**src/rtl/vbt_pkg.sv**
```systemverilog
package vbt_pkg;

    localparam int DUR_W_DEF       = 7;
    localparam int LOSS_LINES_DEF  = 2048;
    localparam int SYNC_STAGES_DEF = 2;

    // index of each asynchronous input inside the synchroniser bank
    localparam int IDX_VFLY = 0;
    localparam int IDX_HSTR = 1;
    localparam int N_ASYNC  = 2;

    typedef struct packed {
        logic level;
        logic rise;
    } sig_edge_t;

endpackage

```
**src/rtl/vbt_sync.sv**
```systemverilog
module vbt_sync #(
    parameter int WIDTH  = 2,
    parameter int STAGES = 2
) (
    input  logic             clk,
    input  logic             rst,
    input  logic [WIDTH-1:0] async_i,
    output logic [WIDTH-1:0] level_o,
    output logic [WIDTH-1:0] rise_o
);
    localparam int LAST = STAGES - 1;

    logic [WIDTH-1:0] chain_q [STAGES];
    logic [WIDTH-1:0] prev_q;

    for (genvar s = 0; s < STAGES; s++) begin : g_stage
        if (s == 0) begin : g_first
            always_ff @(posedge clk) begin
                if (rst) chain_q[s] <= '0;
                else     chain_q[s] <= async_i;
            end
        end else begin : g_next
            always_ff @(posedge clk) begin
                if (rst) chain_q[s] <= '0;
                else     chain_q[s] <= chain_q[s-1];
            end
        end
    end

    always_ff @(posedge clk) begin
        if (rst) prev_q <= '0;
        else     prev_q <= chain_q[LAST];
    end

    assign level_o = chain_q[LAST];
    assign rise_o  = chain_q[LAST] & ~prev_q;

    for (genvar b = 0; b < WIDTH; b++) begin : g_chk
        AST_EDGE_SINGLE: assert property (@(posedge clk) disable iff (rst)
            rise_o[b] |=> !rise_o[b]);
    end

endmodule

```
**src/rtl/vbt_line_timer.sv**
```systemverilog
module vbt_line_timer #(
    parameter int DUR_W = 7
) (
    input  logic             clk,
    input  logic             rst,
    input  logic             trig_i,
    input  logic             line_i,
    input  logic [DUR_W-1:0] dur_i,
    output logic             active_o
);
    logic             active_q;
    logic [DUR_W-1:0] cnt_q;
    logic [DUR_W-1:0] dur_q;
    logic [DUR_W-1:0] cnt_inc;

    assign cnt_inc = cnt_q + DUR_W'(1);

    always_ff @(posedge clk) begin
        if (rst) begin
            active_q <= 1'b0;
            cnt_q    <= '0;
            dur_q    <= '0;
        end else if (trig_i && !active_q) begin
            active_q <= (dur_i != '0);
            cnt_q    <= '0;
            dur_q    <= dur_i;
        end else if (active_q && line_i) begin
            if (cnt_inc == dur_q) active_q <= 1'b0;
            cnt_q <= cnt_inc;
        end
    end

    assign active_o = active_q;

    AST_START_FROM_TRIG: assert property (@(posedge clk) disable iff (rst)
        $rose(active_q) |-> $past(trig_i));
    AST_COUNT_BELOW_DUR: assert property (@(posedge clk) disable iff (rst)
        active_q |-> (cnt_q < dur_q));
    AST_NO_RETRIGGER: assert property (@(posedge clk) disable iff (rst)
        (active_q && trig_i && !line_i) |=> (cnt_q == $past(cnt_q)));
    AST_DUR_HELD: assert property (@(posedge clk) disable iff (rst)
        (active_q && $past(active_q)) |-> $stable(dur_q));

endmodule

```
**src/rtl/vbt_loss_watch.sv**
```systemverilog
module vbt_loss_watch #(
    parameter int LOSS_LINES = 2048
) (
    input  logic clk,
    input  logic rst,
    input  logic vs_rise_i,
    input  logic line_i,
    output logic timeout_o,
    output logic no_video_o
);
    localparam int CNT_W = $clog2(LOSS_LINES);
    localparam logic [CNT_W-1:0] LAST_LINE = CNT_W'(LOSS_LINES - 1);

    logic [CNT_W-1:0] lcnt_q;
    logic             lost_q;

    assign timeout_o = line_i && !vs_rise_i && (lcnt_q == LAST_LINE);

    always_ff @(posedge clk) begin
        if (rst) begin
            lcnt_q <= '0;
            lost_q <= 1'b0;
        end else if (vs_rise_i) begin
            lcnt_q <= '0;
            lost_q <= 1'b0;
        end else if (line_i) begin
            if (timeout_o) begin
                lcnt_q <= '0;
                lost_q <= 1'b1;
            end else begin
                lcnt_q <= lcnt_q + CNT_W'(1);
            end
        end
    end

    assign no_video_o = lost_q;

    AST_LOSS_FLAGS: assert property (@(posedge clk) disable iff (rst)
        timeout_o |=> no_video_o);
    AST_EDGE_CLEARS: assert property (@(posedge clk) disable iff (rst)
        vs_rise_i |=> !no_video_o);

endmodule

```
**src/rtl/vblank_timer.sv**
```systemverilog
module vblank_timer
    import vbt_pkg::*;
#(
    parameter int DUR_W       = DUR_W_DEF,
    parameter int LOSS_LINES  = LOSS_LINES_DEF,
    parameter int SYNC_STAGES = SYNC_STAGES_DEF
) (
    input  logic             clk,
    input  logic             rst,
    input  logic             vflyback_i,
    input  logic             hstrobe_i,
    input  logic [DUR_W-1:0] lines_i,
    output logic             vblank_n_o,
    output logic             no_video_o
);
    logic [N_ASYNC-1:0] raw;
    logic [N_ASYNC-1:0] lvl;
    logic [N_ASYNC-1:0] rse;
    sig_edge_t          vfly;
    sig_edge_t          hstr;
    logic               timeout;
    logic               active;

    always_comb begin
        raw           = '0;
        raw[IDX_VFLY] = vflyback_i;
        raw[IDX_HSTR] = hstrobe_i;
    end

    vbt_sync #(.WIDTH(N_ASYNC), .STAGES(SYNC_STAGES)) u_sync (
        .clk     (clk),
        .rst     (rst),
        .async_i (raw),
        .level_o (lvl),
        .rise_o  (rse)
    );

    assign vfly = '{level: lvl[IDX_VFLY], rise: rse[IDX_VFLY]};
    assign hstr = '{level: lvl[IDX_HSTR], rise: rse[IDX_HSTR]};

    vbt_loss_watch #(.LOSS_LINES(LOSS_LINES)) u_watch (
        .clk        (clk),
        .rst        (rst),
        .vs_rise_i  (vfly.rise),
        .line_i     (hstr.rise),
        .timeout_o  (timeout),
        .no_video_o (no_video_o)
    );

    vbt_line_timer #(.DUR_W(DUR_W)) u_timer (
        .clk      (clk),
        .rst      (rst),
        .trig_i   (vfly.rise || timeout),
        .line_i   (hstr.rise),
        .dur_i    (lines_i),
        .active_o (active)
    );

    // flyback level bypasses the counter so blanking has no dead time
    assign vblank_n_o = ~(vfly.level | active);

endmodule

```
**config.mk**
```make
export PLATFORM = sky130hd
export DESIGN_NAME = vblank_timer
export DESIGN_NICKNAME = d
export VERILOG_FILES = /design/src/rtl/vbt_pkg.sv /design/src/rtl/vbt_sync.sv /design/src/rtl/vbt_line_timer.sv /design/src/rtl/vbt_loss_watch.sv /design/src/rtl/vblank_timer.sv
export SDC_FILE = /design/constraint.sdc
export NUM_CORES = 1
export LEC_CHECK = 0
export BUFFER_PORTS_ARGS = -buffer_cell sky130_fd_sc_hd__buf_2
export CAP_MARGIN = 20
export CORE_MARGIN = 5
export CORE_UTILIZATION = 25
export DETAILED_ROUTE_END_ITERATION = 7
export PLACE_DENSITY = 0.36
export SLEW_MARGIN = 20
export SYNTH_ARGS = -nofsm -noshare
export SYNTH_HDL_FRONTEND = slang
export SYNTH_HIERARCHICAL = 1
export SYNTH_SLANG_ARGS = --single-unit
```
**constraint.sdc**
```tcl
create_clock -name clk -period 6.9 [get_ports clk]
set_input_delay 1.38 -clock clk [delete_from_list [all_inputs] [get_ports clk]]
set_output_delay 1.38 -clock clk [all_outputs]
set_load 0.02 [all_outputs]
```
======== Yosys cells after proc, flatten, opt, wreduce, memory -nomap -nowiden ========
Memories as Yosys holds them, arrays and structs flattened.
Index checks and enable logic that the tools add are counted.
storage, ports and cells
  output and inout port bits .............. 2
  bits in read-only memories .............. 0
  latch bits .............................. 0
  input port bits ......................... 11
  bits in writable memories ............... 4
  logic and storage cells ................. 40
  memories kept ........................... 1
  register bits after elaboration ......... 29
operators by class
  add/subtract/negate cells ............... 2
  divide/modulo/power cells ............... 0
  $lt $le $gt $ge ......................... 0
  multipliers ............................. 0
  bitwise operators ....................... 6
  equality and inequality tests ........... 2
  reduce and logical (&&, ||, !) cells .... 14
  multiplexer cells ....................... 9
  shift-type cells ........................ 0
memory list
  name            words  width  read ports  clocked after memory_dff  wr ports  RTL line        RTL
  u_sync.chain_q  2      2      2           0                         2         vbt_sync.sv:13  logic [WIDTH-1:0] chain_q [STAGES];
operator list
  operator                                                          count
  11-bit by 1-bit adder with 11-bit output (second input constant)  1
  11-bit == test (second input constant)                            1
  11-bit 2-to-1 mux                                                 1
  7-bit by 1-bit adder with 7-bit output (second input constant)    1
  7-bit == test                                                     1
  7-bit nonzero test                                                1
  1-bit 2-to-1 mux                                                  6
  1-bit logical AND                                                 4
  2-bit 2-to-1 mux                                                  2
  2-bit AND reduction                                               2
  2-bit nonzero test                                                2
  2-bit OR reduction                                                2
  1-bit OR                                                          3
  2-bit bitwise AND                                                 1
  1-bit zero test                                                   2
  2-bit NOT                                                         1
  1-bit logical OR                                                  1
  1-bit NOT                                                         1

======== Depth between registers and ports, before layout ========
Gate-level depths: netlist of the first run.
  depth after elaboration ................. 9
  depth in mapped cells ................... 11
  mapped depth without buffers ............ 8

======== Hierarchy ========
The synthesis of the first run kept the hierarchy.
modules (own cells, without submodules)
  module          instances  cells an instance  area each (um2)  sequential area each (um2)
  vbt_line_timer  1          92                 792.0            300.3
  vbt_loss_watch  1          61                 583.1            240.2
  vbt_sync        1          14                 170.2            120.1
  vblank_timer    1          2                  10.0             0.0

======== Worst setup path after synthesis of the first run ========
Ideal clock, no wire load.
  path kind ............................... register -> register
  start point ............................. memory u_sync.chain_q[1][1]
  end point ............................... register u_timer.cnt_q[5]
  setup time .............................. 0.115 ns
  period minus slack after synthesis ...... 2.209 ns
  path slack .............................. 4.691 ns
  stages on the path, launching flop included .. 12
  required time ........................... 6.785 ns
  data arrival time ....................... 2.095 ns
  path buffers ............................ 3
  path through ............................ dfxtp_1 -> nor2b_1 -> buf_2 -> nand4_1 -> nor4_4 -> nor2b_1 -> or2_1 -> nor2b_1 -> buf_6 -> or2_2 -> buf_2 -> nor2_1
RTL lines
  item                    RTL line              RTL
  start: declaration      vbt_sync.sv:13
  end signal: assignment  vbt_line_timer.sv:29  cnt_q <= cnt_inc;
  end: declaration        vbt_line_timer.sv:12  logic [DUR_W-1:0] cnt_q;

==> impl_metrics.py, run 1 <==
metrics = {
    "floorplan": {
        "dieArea_sq_mm": 0.00790,
        "num_rows": 28,
        "fp.dieH_microns": 88.9,
        "ios": 13,
        "die_w_microns": 88.9,
        "coreArea_sq_mm": 0.00599,
        "start_util": 0.260,
    },
    "sta": {
        "rsz0062_at_grt": "false",
        "maxSlewHeadroom": 0.457,
        "finalSetupTns_ns": 0,
        "slew_violations": 0,
        "setup-violations-final": 0,
        "worst_slew_pin_slew_ns": 0.813,
        "fmax_mhz": 310,
        "finalHoldViolations": 0,
        "clock_skew_ns": 0.00361,
        "period_share": 0.468,
        "min_period_ns": 3.23,
    },
    "final_layout": {
        "syn2layout_area_growth_pct": 13.0,
        "n_fill_cell": 632,
        "finalCoreUtilization": 0.293,
        "final_area_sq_mm": 0.00176,
        "nets": 194,
        "layout-drive-gt1-share": 0.144,
        "diodes": 0,
    },
    "yosys": {
        "netlist_area_sq_mm": 0.00156,
        "synth_cells": 169,
        "synth_cell_types": 44,
        "yosys.area_share.simple": 0.281,
        "synth_ff_type": "dfxtp_1",
        "synth_edf_count": 0,
        "synth_top_area_frac": 0.425,
        "synth_fa_ha_area_frac": 0.0161,
        "ys_seq_area_frac": 0.425,
        "synth_mux_area_frac": 0.0451,
        "synth.largest_area_cell": "dfxtp_1",
        "synth_compound_area_frac": 0.128,
        "yosys_warnings": 6,
        "yosys_register_bits": 33,
        "syn_nets": 182,
        "synthXorXnorAreaFrac": 0.0732,
        "syn_area_per_cell_sq_um": 9.20,
        "synthTopCellsByArea": "dfxtp_1 42%, xor2_1 5.1%, nor2b_1 4.8%, mux2i_1 4.5%, nor2_1 3.6%",
        "synth_top_family_by_area": "simple AND/OR/NAND/NOR gates",
        "ys_async_sr_fraction": 0,
    },
    "global_routing": {
        "grt_use_total": 0.0888,
        "grt.overflow.total": 0,
        "grt_pass1_vias": 1119,
        "grt_max_degree": 18,
        "grt_antenna_before_repair": 0,
        "grt_first_pass_wirelength_microns": 5330,
    },
    "worst_setup_path": {
        "reg2reg_to": "u_timer/cnt_q[2]",
        "endpoint": "u_timer/cnt_q[2]",
        "startpoint_type": "flip-flop",
        "cp.required_ns": 7.07,
        "cp_data_arrival_time_ns": 3.40,
        "reg2reg_slack_ns": 3.67,
        "startpoint": "u_sync/chain_q[1][1]",
        "path_class": "flip-flop to flip-flop",
        "worst_r2r_path_depth": 8,
        "critPathCaptureType": "flip-flop",
        "r2r-start": "u_sync/chain_q[1][1]",
        "cp_max_fo": 13,
    },
    "power_and_ir_drop": {
        "cellPowerDensity_mw_per_mm2": 205,
        "leakagePower_nw": 0.632,
        "peakVddDrop_uv": 89.2,
    },
    "detailed_routing": {
        "remaining_drc_errors": 0,
        "drt_wl_total_microns": 3200,
        "drt_pre_antenna_iters": 4,
        "drt-wirelength-per-cell_microns": 12.5,
        "ant_nets": 0,
        "num_vias": 1207,
        "via_per_inst": 4.71,
        "drt-initial-drc-count": 23,
    },
    "clock_tree": {
        "cts_made_buffers": 5,
        "htree_num_levels": 2,
        "cts_tree": "done",
        "hold_buffers": 0,
        "clk_path_buf_depth": 2,
        "cts_resized": 0,
        "post_cts_buffers": 0,
        "cts.sinks": 33,
        "cts.clk_slew.worst_paths_ns": 0.06,
        "cts-root-buf": "clkbuf_8",
        "clk_latency_ns": 0.28,
    },
    "place": {
        "numPortBuffers": 12,
        "dp_hpwl_microns": 2370,
        "place_area_sq_mm": 0.00167,
        "gp_congestion": 0.753,
    },
    "run_status": {
        "outcome": "finished clean",
    },
    "min_path": {
        "hold_path.class": "flip-flop to flip-flop",
    },
    "run": {
        "drv_cap": 0,
    },
}
Yosys cell counts, types with 2 or more instances:
cell type and number:
a211oi_1 3, a21oi_1 7, buf_2 3, clkbuf_1 2, dfxtp_1 33, ha_1 2, inv_1 3, mux2i_1 7
nand2_1 6, nand2b_1 2, nand3_1 8, nand4_1 5, nor2_1 15, nor2b_1 12, nor3_1 6, nor4_1 2
o21a_1 2, o21ai_0 7, o31ai_1 3, or2_2 2, or3_1 5, xnor2_1 4, xor2_1 9
metal layers:
metal | up-vias | share of wire | GRT usage
li1 | 628 | - | -
met1 | 552 | 0.53 | 0.122
met2 | 22 | 0.40 | 0.121
met3 | 5 | 0.058 | 0.0363
met4 | 0 | 0.012 | 0.0371
met5 | - | 0 | 0
worst min-delay path by stage:
| stage | startpoint | end | slack [ns] | cells after the start |
|---|---|---|---|---|
| floorplan | u_sync/chain_q[0][0] | u_sync/chain_q[1][0] | 0.41 | 1 |
| global placement | u_sync/chain_q[0][0] | u_sync/chain_q[1][0] | 0.42 | 1 |
| detailed placement | u_sync/chain_q[0][0] | u_sync/chain_q[1][0] | 0.43 | 1 |
| CTS | u_sync/chain_q[0][0] | u_sync/chain_q[1][0] | 0.44 | 1 |
| global route | u_sync/chain_q[0][0] | u_sync/chain_q[1][0] | 0.47 | 1 |
| finish | u_sync/chain_q[0][0] | u_sync/chain_q[1][0] | 0.44 | 1 |
layout make-up:
class / instances / area, sq um / area share
multi-input cells: 126 / 845 / 0.481
repair buffers: 12 / 60.1 / 0.0342
well taps: 75 / 93.8 / 0.0534
inverters: 3 / 11.3 / 0.00641
clock buffers: 7 / 86.3 / 0.0491
flip-flops and latches: 33 / 661 / 0.376
cell families (layout without fill, tap and decap cells):
family / count (synthesis) / count (layout)
AOI/OAI and AO/OA: 30 / 30
DFF: 33 / 33
and+or+nand+nor: 74 / 74
adders and majority gates: 2 / 2
xor gates and xnor gates: 13 / 13
muxes: 7 / 7
buffers and inverters: 10 / 22
flip-flops by register name (all words and copies together), names as in the netlist:
| signal | cells |
|---|---|
| u_sync/chain_q | 4 |
| u_sync/prev_q | 2 |
| u_timer/active_o | 1 |
| u_timer/cnt_q | 7 |
| u_timer/dur_q | 7 |
| u_watch/lcnt_q | 11 |
| u_watch/no_video_o | 1 |
power breakdown:
| group | total, W | switching, W | internal [W] | leakage [nW] |
|---|---|---|---|---|
| sequential | 0.000197 | 0.00000272 | 0.000194 | 0.267 |
| combinational | 0.0000195 | 0.0000111 | 0.00000842 | 0.320 |
| clock | 0.000144 | 0.0000650 | 0.0000790 | 0.0443 |
cell usage in the layout, fill, tap and decap left out, types with 2 or more instances in the layout:
| master | synthesis | routed |
|---|---|---|
| a211oi_1 | 3 | 3 |
| a21oi_1 | 7 | 7 |
| buf_2 | 3 | 12 |
| clkbuf_8 | 0 | 6 |
| dfxtp_1 | 33 | 33 |
| ha_1 | 2 | 2 |
| inv_1 | 3 | 3 |
| mux2i_1 | 7 | 7 |
| nand2_1 | 6 | 6 |
| nand2b_1 | 2 | 2 |
| nand3_1 | 8 | 8 |
| nand4_1 | 5 | 5 |
| nor2_1 | 15 | 15 |
| nor2b_1 | 12 | 12 |
| nor3_1 | 6 | 6 |
| nor4_1 | 2 | 2 |
| o21a_1 | 2 | 2 |
| o21ai_0 | 7 | 7 |
| o31ai_1 | 3 | 3 |
| or2_2 | 2 | 2 |
| or3_1 | 5 | 5 |
| xnor2_1 | 4 | 4 |
| xor2_1 | 9 | 9 |
metrics by stage:
stage               worst slack (ns)  total power (W)  hold slack (ns)  cells
floorplan                       4.69         0.000214            0.414    169
global placement                3.72         0.000221            0.424    249
detailed placement              3.62         0.000221            0.428    249
CTS                             3.63         0.000368            0.444    256
global route                    3.32         0.000379            0.469    256
finish                          3.67         0.000360            0.438    256
worst max-delay path, stage by stage, from the launching register on:
cell	delay (ns)
dfxtp_1	0.32
nor2b_1	0.63
nand4_1	0.32
nor4_4	0.50
nor2b_1	0.19
or2_1	0.11
nor2b_1	0.65
or2_2	0.32
nor2_1	0.07
Note: power is estimated with default switching activity, not from simulation.
==> inputs of run 2 (changes only) <==
- clock period: 6.9 -> 3.1 ns (I/O delays scaled with it)
==> run 2 against run 1 <==
Cell area grew 2.1%. Total power grew 130%. Largest power group unchanged. Register-to-register slack lost 2.6 ns. Clock power grew 150%. Global-route usage grew 0.59 points. Core utilization grew 0.63 points. Clock skew is essentially flat. First-iteration DRC count grew to 3.0 times the previous value. Non-clock buffer count grew 3. Die area is the same. Cell count grew 1.6%.
==> impl_metrics.py, run 2 (synthesized netlist as in run 1, its figures left out) <==
metrics = {
    "run_status": {
        "outcome": "finished clean",
    },
    "detailed_routing": {
        "drt_pre_antenna_iters": 4,
        "drt-initial-drc-count": 70,
        "drt-wirelength-per-cell_microns": 12.9,
        "num_vias": 1249,
        "ant_nets": 0,
        "drt_wl_total_microns": 3360,
        "via_per_inst": 4.80,
        "remaining_drc_errors": 0,
    },
    "place": {
        "gp_congestion": 0.720,
        "numPortBuffers": 12,
        "place_area_sq_mm": 0.00169,
        "dp_hpwl_microns": 2460,
    },
    "min_path": {
        "whs_path_depth": 1,
        "hold_path.class": "flip-flop to flip-flop",
        "worstHoldEndpoint": "u_sync/chain_q[1][0]",
        "hp-start": "u_sync/chain_q[0][0]",
    },
    "run": {
        "drv_cap": 0,
    },
    "final_layout": {
        "finalCoreUtilization": 0.299,
        "top_regs": "u_watch/lcnt_q (11), u_timer/cnt_q (7), u_timer/dur_q (7)",
        "regMostFlops": "u_watch/lcnt_q",
        "final_area_sq_mm": 0.00179,
        "nets": 197,
        "syn2layout_area_growth_pct": 15.4,
        "n_fill_cell": 628,
        "final_cell_mix": "33 x dfxtp_1, 15 x nor2_1, 12 x buf_2, 12 x nor2b_1, 9 x xor2_1",
        "layout-drive-gt1-share": 0.168,
        "largest_register_ffs": 11,
        "diodes": 0,
        "final_common_cell": "dfxtp_1",
    },
    "clock_tree": {
        "clk_path_buf_depth": 2,
        "cts.sinks": 33,
        "htree_num_levels": 2,
        "cts_tree": "done",
        "hold_buffers": 0,
        "post_cts_buffers": 0,
        "cts_resized": 0,
        "cts-root-buf": "clkbuf_8",
        "cts.clk_slew.worst_paths_ns": 0.07,
        "cts_made_buffers": 5,
        "clk_latency_ns": 0.28,
    },
    "power_and_ir_drop": {
        "total_power_w": 0.000839,
        "leakagePower_nw": 0.658,
        "clkPwrFrac": 0.424,
        "switching_power_w": 0.000187,
        "peakVddDrop_uv": 177,
        "pwr-share-seq": 0.522,
        "cellPowerDensity_mw_per_mm2": 468,
        "pwr-share-comb": 0.054,
        "p_int_w": 0.000652,
        "swShare": 0.223,
    },
    "floorplan": {
        "num_rows": 28,
        "coreArea_sq_mm": 0.00599,
        "dieArea_sq_mm": 0.00790,
        "fp.dieH_microns": 88.9,
        "ios": 13,
        "start_util": 0.260,
        "die_w_microns": 88.9,
    },
    "worst_setup_path": {
        "startpoint_type": "flip-flop",
        "cp_max_fo": 8,
        "critPathCaptureType": "flip-flop",
        "worst_r2r_path_depth": 9,
        "cp_data_arrival_time_ns": 2.27,
        "reg2reg_slack_ns": 1.04,
        "path_class": "flip-flop to flip-flop",
        "r2r-start": "u_watch/lcnt_q[0]",
        "reg2reg_to": "u_timer/cnt_q[4]",
        "cp.required_ns": 3.32,
    },
    "sta": {
        "worst_slew_pin_slew_ns": 0.342,
        "period_share": 0.664,
        "slew_violations": 0,
        "rsz0062_at_grt": "false",
        "hold_ws_ns": 0.448,
        "maxSlewHeadroom": 0.770,
        "min_period_ns": 2.06,
        "finalHoldViolations": 0,
        "setup-violations-final": 0,
        "fmax_mhz": 486,
        "finalSetupTns_ns": 0,
        "clock_skew_ns": 0.00343,
    },
    "global_routing": {
        "grt_first_pass_wirelength_microns": 5610,
        "grt.overflow.total": 0,
        "met3_usage": 0.0354,
        "grt_antenna_before_repair": 0,
        "met1_usage": 0.129,
        "grt_pass1_vias": 1172,
        "grt_max_degree": 18,
        "grt_use_total": 0.0948,
        "met2_usage": 0.133,
        "grt.busiest_layer": "met2",
    },
}
## run 2: cell count changes in the layout (fill, tap and decap cells not counted), sizes merged
cell	change
buf	+3
clkinv	+1
## run 2: worst max-delay path by stage
| stage | from | endpoint | slack (ns) | cells past startpoint |
|---|---|---|---|---|
| floorplan | u_sync/chain_q[1][1] | u_timer/cnt_q[6] | 0.89 | 11 |
| global placement | u_watch/lcnt_q[0] | u_timer/cnt_q[3] | 1.08 | 9 |
| detailed placement | u_watch/lcnt_q[0] | u_timer/cnt_q[4] | 1.06 | 9 |
| CTS | u_watch/lcnt_q[0] | u_timer/cnt_q[4] | 1.04 | 9 |
| global route | u_watch/lcnt_q[0] | u_timer/cnt_q[1] | 0.84 | 9 |
| finish | u_watch/lcnt_q[0] | u_timer/cnt_q[4] | 1.04 | 9 |
## run 2: metrics by stage
stage               std cells  setup WS, ns
floorplan                 169         0.891
global placement          252          1.08
detailed placement        252          1.06
CTS                       260          1.04
global route              260         0.840
finish                    260          1.04
## run 2: area by class of cell
cell class	instances	area, sq um	share of cell area
clock inverters	1	5.00	0.00279
multi-input cells	126	845	0.471
clock buffers	7	96.3	0.0537
flip-flops and latches	33	661	0.368
well taps	75	93.8	0.0523
inverters	3	11.3	0.00628
repair buffers	15	82.6	0.0460
## run 2: layer usage
layer / vias to the layer above / wire [microns]
li1: 636 / -
met1: 589 / 1730
met2: 18 / 1410
met3: 6 / 168
met4: 0 / 59
met5: - / 0
## run 2: power groups by stage
stage,registers [W],logic [W],clock network (W)
6_report,0.000438,0.0000457,0.000356
5_1_grt,0.000438,0.0000519,0.000392
4_1_cts,0.000438,0.0000464,0.000374
3_5_place_dp,0.000448,0.0000463,0
3_3_place_gp,0.000448,0.0000456,0
2_1_floorplan,0.000445,0.0000305,0
## run 2: critical path: stages, from the launching register on
cell     delay (ns)
dfxtp_1        0.34
ha_1           0.26
nand4_1        0.19
nor4_4         0.05
nor2b_1        0.12
or2_1          0.23
nor2b_1        0.13
buf_4          0.19
or2_2          0.35
a21oi_1        0.13
